$ cat config.mk
export PLATFORM = sky130hd
export DESIGN_NAME = i2c_cond_ctrl
export DESIGN_NICKNAME = d
export VERILOG_FILES = /design/src/rtl/i2c_cond_pkg.sv /design/src/rtl/i2c_line_sync.sv /design/src/rtl/i2c_bus_track.sv /design/src/rtl/i2c_cond_gen.sv /design/src/rtl/i2c_cond_ctrl.sv
export SDC_FILE = /design/constraint.sdc
export NUM_CORES = 1
export LEC_CHECK = 0
export BUFFER_PORTS_ARGS = -buffer_cell sky130_fd_sc_hd__buf_4
export CAP_MARGIN = 0
export CORE_MARGIN = 1.5
export CORE_UTILIZATION = 35
export CTS_CLUSTER_SIZE = 12
export DETAILED_ROUTE_END_ITERATION = 6
export HOLD_SLACK_MARGIN = 0.03
export SYNTH_ARGS = -nofsm -noshare
export SYNTH_HDL_FRONTEND = slang
export SYNTH_SLANG_ARGS = --single-unit
export TNS_END_PERCENT = 100
$ cat constraint.sdc
create_clock -name clk -period 1.76 [get_ports clk]
set_input_delay 0.352 -clock clk [delete_from_list [all_inputs] [get_ports clk]]
set_output_delay 0.352 -clock clk [all_outputs]
set_load 0.05 [all_outputs]
$ cat src/rtl/i2c_cond_pkg.sv
package i2c_cond_pkg;
    typedef enum logic [2:0] {
        ST_IDLE,
        ST_START,
        ST_LOW,
        ST_HIGH,
        ST_STOP_LO,
        ST_STOP_HI
    } gen_state_t;

    localparam int LINE_SCL = 1;
    localparam int LINE_SDA = 0;
    localparam int NLINES   = 2;
endpackage

$ cat src/rtl/i2c_line_sync.sv
module i2c_line_sync
    import i2c_cond_pkg::*;
(
    input  logic clk,
    input  logic rst_n,
    input  logic enable,
    input  logic scl_in,
    input  logic sda_in,
    output logic start_det,
    output logic stop_det,
    output logic scl_rise,
    output logic scl_fall
);
    logic [NLINES-1:0] raw, m1, m2, prv;

    assign raw[LINE_SCL] = scl_in;
    assign raw[LINE_SDA] = sda_in;

    for (genvar g = 0; g < NLINES; g++) begin : g_line
        always_ff @(posedge clk or negedge rst_n) begin
            if (!rst_n) begin
                m1[g]  <= 1'b1;
                m2[g]  <= 1'b1;
                prv[g] <= 1'b1;
            end else if (!enable) begin
                m1[g]  <= 1'b1;
                m2[g]  <= 1'b1;
                prv[g] <= 1'b1;
            end else begin
                m1[g]  <= raw[g];
                m2[g]  <= m1[g];
                prv[g] <= m2[g];
            end
        end
    end

    assign start_det = prv[LINE_SCL] & m2[LINE_SCL] & prv[LINE_SDA] & ~m2[LINE_SDA];
    assign stop_det  = prv[LINE_SCL] & m2[LINE_SCL] & ~prv[LINE_SDA] & m2[LINE_SDA];
    assign scl_rise  = ~prv[LINE_SCL] & m2[LINE_SCL];
    assign scl_fall  = prv[LINE_SCL] & ~m2[LINE_SCL];
endmodule

$ cat src/rtl/i2c_bus_track.sv
module i2c_bus_track #(
    parameter int BYTE_CLKS = 9
) (
    input  logic clk,
    input  logic rst_n,
    input  logic enable,
    input  logic start_det,
    input  logic stop_det,
    input  logic scl_rise,
    input  logic scl_fall,
    input  logic bus_init,
    input  logic irq_ninth,
    input  logic stop_irq_en,
    output logic bus_busy,
    output logic irq
);
    localparam int BW = $clog2(BYTE_CLKS + 1);

    logic [BW-1:0] clk_cnt;
    logic [BW-1:0] irq_at;

    assign irq_at = irq_ninth ? BW'(BYTE_CLKS) : BW'(BYTE_CLKS - 1);

    always_ff @(posedge clk or negedge rst_n) begin
        if (!rst_n) begin
            bus_busy <= 1'b0;
            clk_cnt  <= '0;
            irq      <= 1'b0;
        end else if (!enable) begin
            bus_busy <= 1'b0;
            clk_cnt  <= '0;
            irq      <= 1'b0;
        end else begin
            if (bus_init)       bus_busy <= 1'b0;
            else if (start_det) bus_busy <= 1'b1;
            else if (stop_det)  bus_busy <= 1'b0;

            if (start_det)                                  clk_cnt <= '0;
            else if (scl_rise && bus_busy)                  clk_cnt <= clk_cnt + 1'b1;
            else if (scl_fall && clk_cnt == BW'(BYTE_CLKS)) clk_cnt <= '0;

            irq <= (scl_fall && bus_busy && clk_cnt == irq_at) ||
                   (stop_det && stop_irq_en);
        end
    end

    assert_irq_pulse_R11: assert property (@(posedge clk) disable iff (!rst_n)
        irq |=> !irq);
    assert_busy_on_start_R4: assert property (@(posedge clk) disable iff (!rst_n)
        (enable && start_det && !bus_init) |=> bus_busy);
    assert_free_on_stop_R4: assert property (@(posedge clk) disable iff (!rst_n)
        (enable && stop_det && !start_det) |=> !bus_busy);
    assert_init_clears_R5: assert property (@(posedge clk) disable iff (!rst_n)
        bus_init |=> !bus_busy);
endmodule

$ cat src/rtl/i2c_cond_gen.sv
module i2c_cond_gen
    import i2c_cond_pkg::*;
#(
    parameter int HALF_CYC = 10,
    parameter int HOLD_CYC = 3
) (
    input  logic clk,
    input  logic rst_n,
    input  logic enable,
    input  logic start_req,
    input  logic stop_req,
    input  logic resv_dis,
    input  logic bus_busy,
    input  logic fail_clr,
    input  logic tx_bit,
    output logic scl_oe,
    output logic sda_oe,
    output logic start_fail
);
    localparam int CW = $clog2(HALF_CYC + 1);

    gen_state_t st, st_nx;
    logic [CW-1:0] cnt;
    logic start_pend, stop_pend, sda_dat;
    logic half_done, line_taken, in_xfer;

    assign half_done  = (cnt == CW'(HALF_CYC - 1));
    assign line_taken = bus_busy || (st != ST_IDLE);
    assign in_xfer    = (st == ST_START) || (st == ST_LOW) || (st == ST_HIGH);

    always_comb begin
        st_nx = st;
        unique case (st)
            ST_IDLE:    if (start_pend && !bus_busy) st_nx = ST_START;
            ST_START:   if (half_done) st_nx = ST_LOW;
            ST_LOW:     if (half_done) st_nx = stop_pend ? ST_STOP_LO : ST_HIGH;
            ST_HIGH:    if (half_done) st_nx = ST_LOW;
            ST_STOP_LO: if (half_done) st_nx = ST_STOP_HI;
            ST_STOP_HI: if (half_done) st_nx = ST_IDLE;
            default:    st_nx = ST_IDLE;
        endcase
    end

    always_ff @(posedge clk or negedge rst_n) begin
        if (!rst_n) begin
            st  <= ST_IDLE;
            cnt <= '0;
        end else if (!enable) begin
            st  <= ST_IDLE;
            cnt <= '0;
        end else begin
            st  <= st_nx;
            cnt <= (st_nx != st) ? '0 : cnt + 1'b1;
        end
    end

    always_ff @(posedge clk or negedge rst_n) begin
        if (!rst_n) begin
            start_pend <= 1'b0;
            stop_pend  <= 1'b0;
            start_fail <= 1'b0;
            sda_dat    <= 1'b0;
        end else if (!enable) begin
            start_pend <= 1'b0;
            stop_pend  <= 1'b0;
            start_fail <= 1'b0;
            sda_dat    <= 1'b0;
        end else begin
            if (st == ST_IDLE && st_nx == ST_START) start_pend <= 1'b0;
            if (fail_clr) start_fail <= 1'b0;
            if (start_req) begin
                if (line_taken && resv_dis) start_fail <= 1'b1;
                else                        start_pend <= 1'b1;
            end

            if (st_nx == ST_STOP_LO)      stop_pend <= 1'b0;
            else if (stop_req && in_xfer) stop_pend <= 1'b1;

            if (st_nx == ST_START)
                sda_dat <= 1'b1;
            else if (st == ST_LOW && cnt == CW'(HOLD_CYC - 1))
                sda_dat <= ~tx_bit;
        end
    end

    always_comb begin
        scl_oe = 1'b0;
        sda_oe = 1'b0;
        unique case (st)
            ST_IDLE:    begin scl_oe = 1'b0; sda_oe = 1'b0;    end
            ST_START:   begin scl_oe = 1'b0; sda_oe = 1'b1;    end
            ST_LOW:     begin scl_oe = 1'b1; sda_oe = sda_dat; end
            ST_HIGH:    begin scl_oe = 1'b0; sda_oe = sda_dat; end
            ST_STOP_LO: begin scl_oe = 1'b1; sda_oe = 1'b1;    end
            ST_STOP_HI: begin scl_oe = 1'b0; sda_oe = 1'b1;    end
            default:    begin scl_oe = 1'b0; sda_oe = 1'b0;    end
        endcase
    end

    assert_hold_after_fall_R10: assert property (@(posedge clk) disable iff (!rst_n)
        $rose(scl_oe) |=> $stable(sda_oe));
    assert_reject_sets_fail_R6: assert property (@(posedge clk) disable iff (!rst_n)
        (enable && start_req && resv_dis && bus_busy) |=> start_fail);
    assert_fail_sticky_R6: assert property (@(posedge clk) disable iff (!rst_n)
        (enable && start_fail && !fail_clr) |=> start_fail);
    assert_start_order_R2: assert property (@(posedge clk) disable iff (!rst_n)
        (st == ST_IDLE && st_nx == ST_START) |=> (sda_oe && !scl_oe));
endmodule

$ cat src/rtl/i2c_cond_ctrl.sv
module i2c_cond_ctrl #(
    parameter int HALF_CYC  = 10,
    parameter int HOLD_CYC  = 3,
    parameter int BYTE_CLKS = 9
) (
    input  logic clk,
    input  logic rst_n,
    input  logic enable,
    input  logic scl_in,
    input  logic sda_in,
    input  logic start_req,
    input  logic stop_req,
    input  logic resv_dis,
    input  logic bus_init,
    input  logic irq_ninth,
    input  logic stop_irq_en,
    input  logic fail_clr,
    input  logic tx_bit,
    output logic scl_oe,
    output logic sda_oe,
    output logic bus_busy,
    output logic start_fail,
    output logic irq
);
    logic start_det, stop_det, scl_rise, scl_fall;

    i2c_line_sync u_sync (
        .clk       (clk),
        .rst_n     (rst_n),
        .enable    (enable),
        .scl_in    (scl_in),
        .sda_in    (sda_in),
        .start_det (start_det),
        .stop_det  (stop_det),
        .scl_rise  (scl_rise),
        .scl_fall  (scl_fall)
    );

    i2c_bus_track #(.BYTE_CLKS(BYTE_CLKS)) u_track (
        .clk         (clk),
        .rst_n       (rst_n),
        .enable      (enable),
        .start_det   (start_det),
        .stop_det    (stop_det),
        .scl_rise    (scl_rise),
        .scl_fall    (scl_fall),
        .bus_init    (bus_init),
        .irq_ninth   (irq_ninth),
        .stop_irq_en (stop_irq_en),
        .bus_busy    (bus_busy),
        .irq         (irq)
    );

    i2c_cond_gen #(.HALF_CYC(HALF_CYC), .HOLD_CYC(HOLD_CYC)) u_gen (
        .clk        (clk),
        .rst_n      (rst_n),
        .enable     (enable),
        .start_req  (start_req),
        .stop_req   (stop_req),
        .resv_dis   (resv_dis),
        .bus_busy   (bus_busy),
        .fail_clr   (fail_clr),
        .tx_bit     (tx_bit),
        .scl_oe     (scl_oe),
        .sda_oe     (sda_oe),
        .start_fail (start_fail)
    );

    assert_idle_when_off_R1: assert property (@(posedge clk) disable iff (!rst_n)
        !enable |=> (!scl_oe && !sda_oe && !bus_busy && !start_fail && !irq));
endmodule

==> results.md <==
* Top FF cell, synth: dfrtp_1
* Leakage at 0.669 nW
* Placed insts at 185
* Max cap viols at 0
* Area fraction in compound gates after synthesis at 15.9%
* Post-synthesis sequential area ratio at 45.2%
* CTS Buffer Depth at 2
* Largest family of logic cells by synthesized area: simple AND/OR/NAND/NOR gates
* I/O Pins at 18
* Top cells by count, synth: dfrtp_1 (17), nand2b_1 (8), nor3_1 (8)
* Synthesized Nets at 145
* Nets at 167
* Core area at 3440 µm²
* Pre-antenna DRT Iters at 4
* Worst EP arrival at 1.35 ns
* Grt ovf at 0
* # setup viols final at 0
* Crit path capture type: output pin
* Hold Crit Depth at 2
* Int Pwr at 0.783 mW
* Final WL at 2.48 mm
* Hold WC Path Type: primary input to register
* Layout cells sized above 1 at 27.7%
* Chip height at 63.7 µm
* Clk_lat worst skew at 0.26 ns
* First-pass GRT wire length at 4.27 mm
* Post-Syn Instances at 127
* Switch Pwr at 0.261 mW
* Mean Syn Cell Area at 10.1 µm²
* Total CTS buffers at 3
* Power consumption at 1.04 mW
* Combinational share of power at 13.7%
* Crit share post-route at 96.6%
* Sw frac at 25.0%
* Post-synthesis xor/xnor area fraction at 3.40%
* N_diodes at 0
* Setup ws final at 0.0594 ns
* Reg2Reg Depth at 4
* EDFF count, synth at 0
* Die X at 63.7 µm
* TNS Setup at 0 ns
* Critical path type: register to output pin
* Max VDD drop at 0.000494 V
* FMAX at 0.588 GHz
* Largest net degree at the start of global routing at 24
* Drt drc at 0
* Clock Pin Slew Worst Setup and Hold Paths at 0.08 ns
* #FFs+latches synth at 23
* Starting DRT DRC Count at 21
* Area Overhead vs Synth at 19.3%
* Clock Tree Root: clkbuf_8
* Pwr dens at 678 nW/µm²
* Layout Skew at 0.00421 ns
* HPWL after DPL at 1.74 mm
* Count of different cell masters after synthesis at 40
* Status: complete, no violations
* Crit-path max FO at 11
* Mux cell area share after synthesis at 0%
* Share of the synthesized area in the top cell type at 33.0%
* Synthesized area at 1290 µm²
* Top post-synthesis cells by area: dfrtp_1 (33%), dfstp_2 (12%), ha_1 (4.9%)
* Final std cells w/o fill at 194
* Post-synthesis adder-cell area fraction at 4.85%
* Port Buffers at 17
* Vias/cell at 5.18
* Post-synthesis simple-gate area fraction at 26.0%
* Starting density of the core at 37.4%
* Dpl ws at 0.199 ns
* Floorplan row count at 21
* Period minus WS final at 1.70 ns
* Hold slack at 0.277 ns
* Vias in the first global route at 957
* Async set or reset register ratio after synthesis at 100%
* Via count at 1004
* DIE AREA at 4060 µm²
* Startpoint type of the worst setup path: register
* Routed WL per cell at 12.8 µm
* RSZ-0062 raised after global routing: false
* Gpl congestion at 0.819
* Flop pwr share at 55.4%
* Initial antenna violation count at 0
* ANT nets after route at 0
* Yosys warnings at 0
* Fin. Hold Viols at 0
* Clk sink count at 23
* Clock group share of total power at 30.9%
* Least-Margin Pin Slew at 0.410 ns
* Final Max Slew Viols at 0
* Post-synth top area cell: dfrtp_1
* Count leader, synth: dfrtp_1
* CP Data Required Time at 1.41 ns
* Max_slew headroom at 72.3%
* CTS tree: yes
* H-tree levels at 1
* All-layer global routing usage at 13.3%
## layout by cell type, fill, tap and decap left out, drive strengths merged, types with 5 or more instances in the layout
cell / Yosys / routed
buf: 4 / 21
dfrtp: 17 / 17
nand2b: 8 / 8
nor3: 8 / 8
o21ai: 8 / 8
inv: 7 / 7
nand2: 7 / 7
dfstp: 6 / 6
nor3b: 5 / 5
ha: 5 / 5
nor2b: 5 / 5
a21oi: 5 / 5
## stage by stage
| stage | area [µm²] | utilization (%) |
|---|---|---|
| 4_1_cts | 1500 | 43.7 |
| 3_5_place_dp | 1450 | 42.0 |
| 2_1_floorplan | 1290 | - |
| 5_1_grt | 1540 | 44.7 |
| 6_report | 1540 | 44.7 |
| 3_3_place_gp | 1450 | 42.0 |
## area by class of cell
cell class,instances,area (µm²)
clock buffer,4,45.0
fill,332,1900
inverter,7,26.3
multi-input combinational,92,654
sequential,23,587
tap,46,57.6
timing repair buffer,22,168
## timing repair
action / CTS / global route
setup endpoints to repair: 1 / 2
endpoints found under the hold margin: 17 / 0
resized for setup: 2 / 3
hold buffers: 1 / 0
setup buffers: 0 / 4
## power groups by stage
stage / combinational (mW) / clock (mW) / sequential [mW]
final: 0.143 / 0.322 / 0.578
after global routing: 0.160 / 0.365 / 0.582
after CTS: 0.145 / 0.342 / 0.578
after detailed placement: 0.143 / 0 / 0.587
after global placement: 0.142 / 0 / 0.587
after floorplan: 0.0914 / 0 / 0.582
## cell families after synthesis
logic type | Yosys count
AOI/OAI and AO/OA | 28
DFF | 23
buffers and inverters | 12
and+or+nand+nor | 54
xor gates and xnor gates | 5
adders and majority gates | 5
## critical path, cell delays in order (launching register included)
cell and delay (ns):
dfrtp_2 0.49, and2b_2 0.25, o21a_1 0.17, buf_4 0.18
## sequential cells by signal, summed over array words and instances (netlist names)
register          cells
u_gen.cnt             4
u_track.clk_cnt       4
u_gen.st              3
u_sync.m1             2
u_sync.m2             2
u_sync.prv            2
u_gen.sda_dat         1
u_gen.start_fail      1
u_gen.start_pend      1
u_gen.stop_pend       1
u_track.bus_busy      1
u_track.irq           1
## worst paths after layout
check / startpoint / end / slack [ns]
max in group asynchronous: rst_n / u_sync.prv[0] / 0.97
min reg2reg: u_sync.m1[1] / u_sync.m2[1] / 0.48
max reg2reg: u_gen.st[1] / u_gen.cnt[3] / 0.13
min in group asynchronous: rst_n / u_gen.sda_dat / 0.51
min: scl_in / u_sync.m1[1] / 0.28
max: u_gen.st[1] / scl_oe / 0.06
## layer usage
metal / share of wire [%] / GRT usage (%)
met5: 0 / 0
met4: 1.4 / 4.62
met3: 4.6 / 3.39
met2: 48 / 22.5
met1: 46 / 16.4
Power figures use the tool's default switching activity.
